[src/rtl/prn_port_pkg.sv]
package prn_port_pkg;
  localparam int REG_ADDR_W = 2;

  typedef enum logic [REG_ADDR_W-1:0] {
    REG_DATA = 2'd0,
    REG_STAT = 2'd1,
    REG_CTRL = 2'd2,
    REG_MODE = 2'd3
  } reg_sel_e;

  // mode word bit positions
  localparam int MODE_ACCEPT_BIT   = 7;
  localparam int MODE_DATA_IN_BIT  = 4;
  localparam int MODE_CTLHI_IN_BIT = 3;
  localparam int MODE_STAT_IN_BIT  = 1;
  localparam int MODE_CTLLO_IN_BIT = 0;

  localparam logic [7:0] MODE_RESET     = 8'h9B;
  localparam logic [7:0] CTRL_READ_MASK = 8'h8F;
endpackage

[src/rtl/prn_sync.sv]
module prn_sync #(
  parameter int W      = 5,
  parameter int STAGES = 2
) (
  input  logic         clk,
  input  logic         rst,
  input  logic [W-1:0] d,
  output logic [W-1:0] q
);
  logic [W-1:0] stg [STAGES];

  always_ff @(posedge clk) begin
    if (rst) stg[0] <= '0;
    else     stg[0] <= d;
  end

  for (genvar i = 1; i < STAGES; i++) begin : g_stage
    always_ff @(posedge clk) begin
      if (rst) stg[i] <= '0;
      else     stg[i] <= stg[i-1];
    end
  end

  assign q = stg[STAGES-1];

  // the visible value is the first stage one edge later
  AST_SYNC_TWO_STAGE: assert property (@(posedge clk) disable iff (rst)
    1'b1 |=> (q == $past(stg[STAGES-2])));
endmodule

[src/rtl/prn_mode_cfg.sv]
module prn_mode_cfg
  import prn_port_pkg::*;
#(
  parameter int W = 8
) (
  input  logic         clk,
  input  logic         rst,
  input  logic         wr_en,
  input  logic [W-1:0] wdata,
  output logic [W-1:0] mode_q,
  output logic         load,
  output logic         data_is_in,
  output logic         stat_is_in,
  output logic         ctl_lo_is_in,
  output logic         ctl_hi_is_in
);
  assign load = wr_en && wdata[MODE_ACCEPT_BIT];

  always_ff @(posedge clk) begin
    if (rst) begin
      mode_q       <= MODE_RESET;
      data_is_in   <= MODE_RESET[MODE_DATA_IN_BIT];
      stat_is_in   <= MODE_RESET[MODE_STAT_IN_BIT];
      ctl_lo_is_in <= MODE_RESET[MODE_CTLLO_IN_BIT];
      ctl_hi_is_in <= MODE_RESET[MODE_CTLHI_IN_BIT];
    end else if (load) begin
      mode_q       <= wdata;
      data_is_in   <= wdata[MODE_DATA_IN_BIT];
      stat_is_in   <= wdata[MODE_STAT_IN_BIT];
      ctl_lo_is_in <= wdata[MODE_CTLLO_IN_BIT];
      ctl_hi_is_in <= wdata[MODE_CTLHI_IN_BIT];
    end
  end

  AST_MODE_IGNORE: assert property (@(posedge clk) disable iff (rst)
    (wr_en && !wdata[MODE_ACCEPT_BIT]) |=> $stable(mode_q));
endmodule

[src/rtl/prn_out_latch.sv]
module prn_out_latch #(
  parameter int W = 8
) (
  input  logic         clk,
  input  logic         rst,
  input  logic         clr,
  input  logic         ld,
  input  logic [W-1:0] d,
  output logic [W-1:0] q
);
  always_ff @(posedge clk) begin
    if (rst || clr) q <= '0;
    else if (ld)    q <= d;
  end
endmodule

[src/rtl/prn_port_regs.sv]
module prn_port_regs
  import prn_port_pkg::*;
#(
  parameter int DATA_W      = 8,
  parameter int STAT_W      = 5,
  parameter int CTL_W       = 4,
  parameter int SYNC_STAGES = 2
) (
  input  logic                  clk,
  input  logic                  rst,
  input  logic [REG_ADDR_W-1:0] bus_addr,
  input  logic                  bus_rd,
  input  logic                  bus_wr,
  input  logic [DATA_W-1:0]     bus_wdata,
  output logic [DATA_W-1:0]     bus_rdata,
  output logic [DATA_W-1:0]     pd_out,
  output logic                  pd_oe,
  input  logic [DATA_W-1:0]     pd_in,
  output logic [CTL_W-1:0]      ctl_n_out,
  output logic                  ctl_oe,
  output logic                  led_out,
  output logic                  led_oe,
  input  logic [STAT_W-1:0]     stat_in
);
  localparam int STAT_PAD = DATA_W - STAT_W;
  localparam int LED_BIT  = DATA_W - 1;

  logic              wr_data, wr_ctrl, wr_mode;
  logic              mode_load;
  logic [DATA_W-1:0] mode_q, data_q, ctrl_q;
  logic [DATA_W-1:0] pd_sync;
  logic [STAT_W-1:0] stat_sync;
  logic              data_is_in, stat_is_in, ctl_lo_is_in, ctl_hi_is_in;
  logic [DATA_W-1:0] rd_mux;

  assign wr_data = bus_wr && (bus_addr == REG_DATA);
  assign wr_ctrl = bus_wr && (bus_addr == REG_CTRL);
  assign wr_mode = bus_wr && (bus_addr == REG_MODE);

  prn_mode_cfg #(.W(DATA_W)) u_mode (
    .clk(clk), .rst(rst), .wr_en(wr_mode), .wdata(bus_wdata),
    .mode_q(mode_q), .load(mode_load),
    .data_is_in(data_is_in), .stat_is_in(stat_is_in),
    .ctl_lo_is_in(ctl_lo_is_in), .ctl_hi_is_in(ctl_hi_is_in)
  );

  prn_out_latch #(.W(DATA_W)) u_data (
    .clk(clk), .rst(rst), .clr(mode_load), .ld(wr_data),
    .d(bus_wdata), .q(data_q)
  );

  prn_out_latch #(.W(DATA_W)) u_ctrl (
    .clk(clk), .rst(rst), .clr(mode_load), .ld(wr_ctrl),
    .d(bus_wdata), .q(ctrl_q)
  );

  prn_sync #(.W(STAT_W), .STAGES(SYNC_STAGES)) u_stat_sync (
    .clk(clk), .rst(rst), .d(stat_in), .q(stat_sync)
  );

  prn_sync #(.W(DATA_W), .STAGES(SYNC_STAGES)) u_pd_sync (
    .clk(clk), .rst(rst), .d(pd_in), .q(pd_sync)
  );

  // pins come straight from flops
  assign pd_out    = data_q;
  assign pd_oe     = !data_is_in;
  assign ctl_n_out = ctrl_q[CTL_W-1:0];
  assign ctl_oe    = !ctl_lo_is_in;
  assign led_out   = ctrl_q[LED_BIT];
  assign led_oe    = !ctl_hi_is_in;

  always_comb begin
    unique case (reg_sel_e'(bus_addr))
      REG_DATA: rd_mux = data_is_in ? pd_sync : data_q;
      REG_STAT: rd_mux = stat_is_in ? {{STAT_PAD{1'b0}}, stat_sync} : '0;
      REG_CTRL: rd_mux = ctrl_q & CTRL_READ_MASK;
      default:  rd_mux = mode_q;
    endcase
  end

  always_ff @(posedge clk) begin
    if (rst)         bus_rdata <= '0;
    else if (bus_rd) bus_rdata <= rd_mux;
  end

  AST_DATA_LOAD: assert property (@(posedge clk) disable iff (rst)
    (bus_wr && bus_addr == REG_DATA) |=> (pd_out == $past(bus_wdata)));

  AST_STAT_UPPER_ZERO: assert property (@(posedge clk) disable iff (rst)
    (bus_rd && bus_addr == REG_STAT) |=> (bus_rdata[DATA_W-1:STAT_W] == '0));

  AST_DIR_FOLLOWS_MODE: assert property (@(posedge clk) disable iff (rst)
    (bus_wr && bus_addr == REG_MODE && bus_wdata[MODE_ACCEPT_BIT])
    |=> (pd_oe == !$past(bus_wdata[MODE_DATA_IN_BIT])));

  AST_MODE_CLEARS_LATCH: assert property (@(posedge clk) disable iff (rst)
    (bus_wr && bus_addr == REG_MODE && bus_wdata[MODE_ACCEPT_BIT])
    |=> (pd_out == '0 && ctl_n_out == '0 && !led_out));

  AST_STATUS_WRITE_IGNORED: assert property (@(posedge clk) disable iff (rst)
    (bus_wr && bus_addr == REG_STAT)
    |=> ($stable(pd_out) && $stable(ctl_n_out) && $stable(led_out) && $stable(pd_oe)));

  AST_RDATA_HOLD: assert property (@(posedge clk) disable iff (rst)
    !bus_rd |=> $stable(bus_rdata));
endmodule

[config.mk]
export PLATFORM = sky130hd
export DESIGN_NAME = prn_port_regs
export DESIGN_NICKNAME = d
export VERILOG_FILES = /design/src/rtl/prn_port_pkg.sv /design/src/rtl/prn_sync.sv /design/src/rtl/prn_mode_cfg.sv /design/src/rtl/prn_out_latch.sv /design/src/rtl/prn_port_regs.sv
export SDC_FILE = /design/constraint.sdc
export NUM_CORES = 1
export LEC_CHECK = 0
export BUFFER_PORTS_ARGS = -buffer_cell sky130_fd_sc_hd__buf_2
export CORE_MARGIN = 3
export CORE_UTILIZATION = 45
export CTS_CLUSTER_SIZE = 14
export DETAILED_ROUTE_END_ITERATION = 12
export PLACE_DENSITY = 0.64
export SYNTH_ARGS = -nofsm -noshare
export SYNTH_HDL_FRONTEND = slang
export SYNTH_HIERARCHICAL = 1
export SYNTH_SLANG_ARGS = --single-unit
[constraint.sdc]
create_clock -name clk -period 2.3 [get_ports clk]
set_clock_uncertainty 0.2 [all_clocks]
set_input_delay 0.46 -clock clk [delete_from_list [all_inputs] [get_ports clk]]
set_output_delay 0.46 -clock clk [all_outputs]
set_load 0.005 [all_outputs]
==> impl_metrics.xml <==
<?xml version="1.0" encoding="UTF-8"?>
<metrics>
  <group name="run_status">
    <metric name="status" unit="">finished, final reports clean</metric>
  </group>
  <group name="floorplanning">
    <metric name="initial_core_util" unit="%">48.01</metric>
    <metric name="die_w" unit="microns">75.10</metric>
    <metric name="ioPinCount" unit="">51</metric>
    <metric name="std_cell_rows" unit="">24</metric>
    <metric name="overall_die_height" unit="microns">75.10</metric>
    <metric name="core_area" unit="sq um">4474</metric>
    <metric name="dieArea" unit="sq um">5639</metric>
  </group>
  <group name="job">
    <metric name="cap_violations" unit="">0</metric>
  </group>
  <group name="timing">
    <metric name="final.setup.tns" unit="ns">0</metric>
    <metric name="hold_viol_final" unit="">0</metric>
    <metric name="setup_repair_after_global_routing_missed_its_margin" unit="">no</metric>
    <metric name="clock.fmax" unit="MHz">590.7</metric>
    <metric name="timing.final.crit_share" unit="%">73.60</metric>
    <metric name="worst_max_slew_margin_expressed_relative_to_the_limit" unit="%">64.71</metric>
    <metric name="finalCriticalPeriod" unit="ns">1.693</metric>
    <metric name="tightestPinTransition" unit="ns">0.5274</metric>
    <metric name="setup-violations-final" unit="">0</metric>
    <metric name="worst_slack" unit="ns">0.6071</metric>
    <metric name="max_slew_vio_count" unit="">0</metric>
  </group>
  <group name="cts">
    <metric name="clkLatencyLatePin" unit="ns">0.30</metric>
    <metric name="postCtsHoldBufs" unit="">0</metric>
    <metric name="cts_setup_buffers" unit="">0</metric>
    <metric name="post_cts.resized_instances" unit="">0</metric>
    <metric name="cts_htree_levels" unit="">2</metric>
    <metric name="cts_inserted_buffers" unit="">5</metric>
    <metric name="tritoncts" unit="">yes</metric>
    <metric name="root_buffer" unit="">sky130_fd_sc_hd__clkbuf_8</metric>
    <metric name="cts_num_sinks" unit="">55</metric>
    <metric name="cts.reportedPaths.clkPinSlew" unit="ns">0.09</metric>
    <metric name="clk_path_buf_depth" unit="">2</metric>
  </group>
  <group name="finish">
    <metric name="multiInputGateArea" unit="sq um">893.4</metric>
    <metric name="diodes" unit="">0</metric>
    <metric name="syn_to_final_growth" unit="%">14.56</metric>
    <metric name="sequential_cell_area" unit="sq um">1101</metric>
    <metric name="fill_cells" unit="">404</metric>
    <metric name="final_layout_size_suffix_gt1_share" unit="%">31.75</metric>
    <metric name="layout.nets" unit="">279</metric>
    <metric name="layout.cells.non_filler" unit="">304</metric>
  </group>
  <group name="worst_setup_path">
    <metric name="beginning_of_the_critical_path" unit="">bus_addr[1]</metric>
    <metric name="arrival" unit="ns">1.68</metric>
    <metric name="critical_path.reg2reg.startpoint" unit="">u_mode/mode_q[4]$_SDFFE_PP1P_</metric>
    <metric name="worst_r2r_endpoint" unit="">bus_rdata[4]$_SDFFE_PP0P_</metric>
    <metric name="worst-setup-path-type" unit="">in2reg</metric>
    <metric name="critPathRequiredTime" unit="ns">2.28</metric>
    <metric name="rr_worst_depth" unit="">4</metric>
    <metric name="worst_setup_path_end_kind" unit="">flip-flop</metric>
    <metric name="r2r_slack" unit="ns">0.73</metric>
    <metric name="cp_max_fo" unit="">18</metric>
    <metric name="crit_path_start_kind" unit="">primary input</metric>
  </group>
  <group name="placed_design">
    <metric name="dp_hpwl" unit="microns">3138</metric>
    <metric name="portBuffers" unit="">50</metric>
    <metric name="finalWeightedCongestion" unit="">0.8199</metric>
    <metric name="dp.cells" unit="">297</metric>
    <metric name="place_worst_setup_slack" unit="ns">0.3051</metric>
  </group>
  <group name="detailed_routing">
    <metric name="wl" unit="microns">4262</metric>
    <metric name="drt_first_iter_violations" unit="">133</metric>
    <metric name="vias_per_cell" unit="">5.118</metric>
    <metric name="detailedRoute.firstPassIterationCount" unit="">4</metric>
    <metric name="ant_nets" unit="">0</metric>
    <metric name="post_drt_wl_per_cell" unit="microns">14.02</metric>
    <metric name="num_vias" unit="">1556</metric>
    <metric name="detail_route.drc_violations" unit="">0</metric>
  </group>
  <group name="global_route">
    <metric name="gr-usage-met3" unit="%">4.005</metric>
    <metric name="grt_util_all_layers" unit="%">16.28</metric>
    <metric name="grt_first_pass_wirelength" unit="microns">6844</metric>
    <metric name="grt.overflow.total" unit="">0</metric>
    <metric name="grt_pass1_vias" unit="">1426</metric>
    <metric name="use_met1" unit="%">22.32</metric>
    <metric name="top_usage_layer" unit="">met2</metric>
    <metric name="gr_layer_usage_met2" unit="%">23.69</metric>
    <metric name="grt_max_degree" unit="">25</metric>
    <metric name="initial_antenna_violation_count" unit="">0</metric>
  </group>
  <group name="power">
    <metric name="leakagePower" unit="nW">1.129</metric>
    <metric name="p_per_area" unit="nW/um^2">727.7</metric>
    <metric name="peakVddDrop" unit="mV">0.3543</metric>
  </group>
  <group name="min_path">
    <metric name="worst_hold_path_type" unit="">in2reg</metric>
    <metric name="hp-start" unit="">stat_in[4]</metric>
    <metric name="whs_path_cells" unit="">2</metric>
    <metric name="min_to" unit="">u_stat_sync/stg[0][4]$_SDFF_PP0_</metric>
  </group>
  <group name="yosys">
    <metric name="ys.warnings.count" unit="">6</metric>
    <metric name="synth.cell_area" unit="sq um">2148</metric>
    <metric name="avg_inst_size_synth" unit="sq um">10.33</metric>
    <metric name="synthCells" unit="">208</metric>
    <metric name="syn_nets" unit="">235</metric>
  </group>
</metrics>
power by group:
| part | leakage (nW) | internal (W) | switching (W) | total [W] |
|---|---|---|---|---|
| logic | 0.627 | 0.0000808 | 0.0000829 | 0.000164 |
| clock network | 0.0502 | 0.000318 | 0.000299 | 0.000617 |
| registers | 0.452 | 0.000991 | 0.0000187 | 0.00101 |
| total | 1.13 | 0.00139 | 0.000400 | 0.00179 |
how the worst max path moves through the flow:
stage	endpoint	slack, ns	depth (start not counted)
2_1_floorplan	u_data/q[0]$_SDFFE_PP0P_	0.48	8
4_1_cts	pd_oe	0.60	2
5_1_grt	u_data/q[5]$_SDFFE_PP0P_	0.50	5
6_report	u_data/q[6]$_SDFFE_PP0P_	0.61	5
3_5_place_dp	u_data/q[7]$_SDFFE_PP0P_	0.31	5
3_3_place_gp	u_data/q[1]$_SDFFE_PP0P_	0.35	5
state kept, by name, indices dropped and copies added (netlist names):
register	flops
u_ctrl/q	5
u_stat_sync/stg	10
bus_rdata	8
u_mode/mode_q	8
u_data/q	8
u_pd_sync/stg	16
worst max-delay path, cell delays in order:
cell,delay (ns)
sky130_fd_sc_hd__buf_2,0.19
sky130_fd_sc_hd__nor2_1,0.24
sky130_fd_sc_hd__and2_1,0.48
sky130_fd_sc_hd__mux2i_1,0.24
sky130_fd_sc_hd__nor2_1,0.06
layer usage:
layer,routed length [microns],vias to the layer above,share of wire [%]
li1,-,778,-
met1,1999,721,47
met2,1918,49,45
met3,240,8,5.6
met4,103,0,2.4
met5,0,-,0
area by class of cell:
type / count / share of cell area, %
inverters: 4 / 0.6101
multi-input cells: 132 / 36.30
repair buffers: 54 / 11.39
well taps: 52 / 2.644
clock buffers: 5 / 2.796
flip-flops and latches: 55 / 44.74
clock inverters: 2 / 1.525
through the flow:
stage / hold slack [ns] / cell area [sq um] / power, W / utilization, %
global placement: 0.2185 / 2355 / 0.001195 / 52.63
detailed placement: 0.2204 / 2355 / 0.001196 / 52.63
CTS: 0.1492 / 2461 / 0.001809 / 55.01
finish: 0.1597 / 2461 / 0.001791 / 55.01
global route: 0.1539 / 2461 / 0.001869 / 55.01
floorplan: 0.2094 / 2148 / 0.001140 / -
cell usage in the layout, fill, tap and decap left out, types with 5 or more instances in the layout:
cell,n
sky130_fd_sc_hd__nor2b_2,7
sky130_fd_sc_hd__and3_1,5
sky130_fd_sc_hd__nand3_1,5
sky130_fd_sc_hd__nand2_1,10
sky130_fd_sc_hd__o21ai_1,8
sky130_fd_sc_hd__mux2i_1,17
sky130_fd_sc_hd__a21oi_1,11
sky130_fd_sc_hd__nor2_1,20
sky130_fd_sc_hd__clkbuf_8,5
sky130_fd_sc_hd__nor2b_1,14
sky130_fd_sc_hd__buf_2,50
sky130_fd_sc_hd__dfxtp_1,55
sky130_fd_sc_hd__and2b_2,6
No activity file was read; power rests on OpenSTA's default activity.
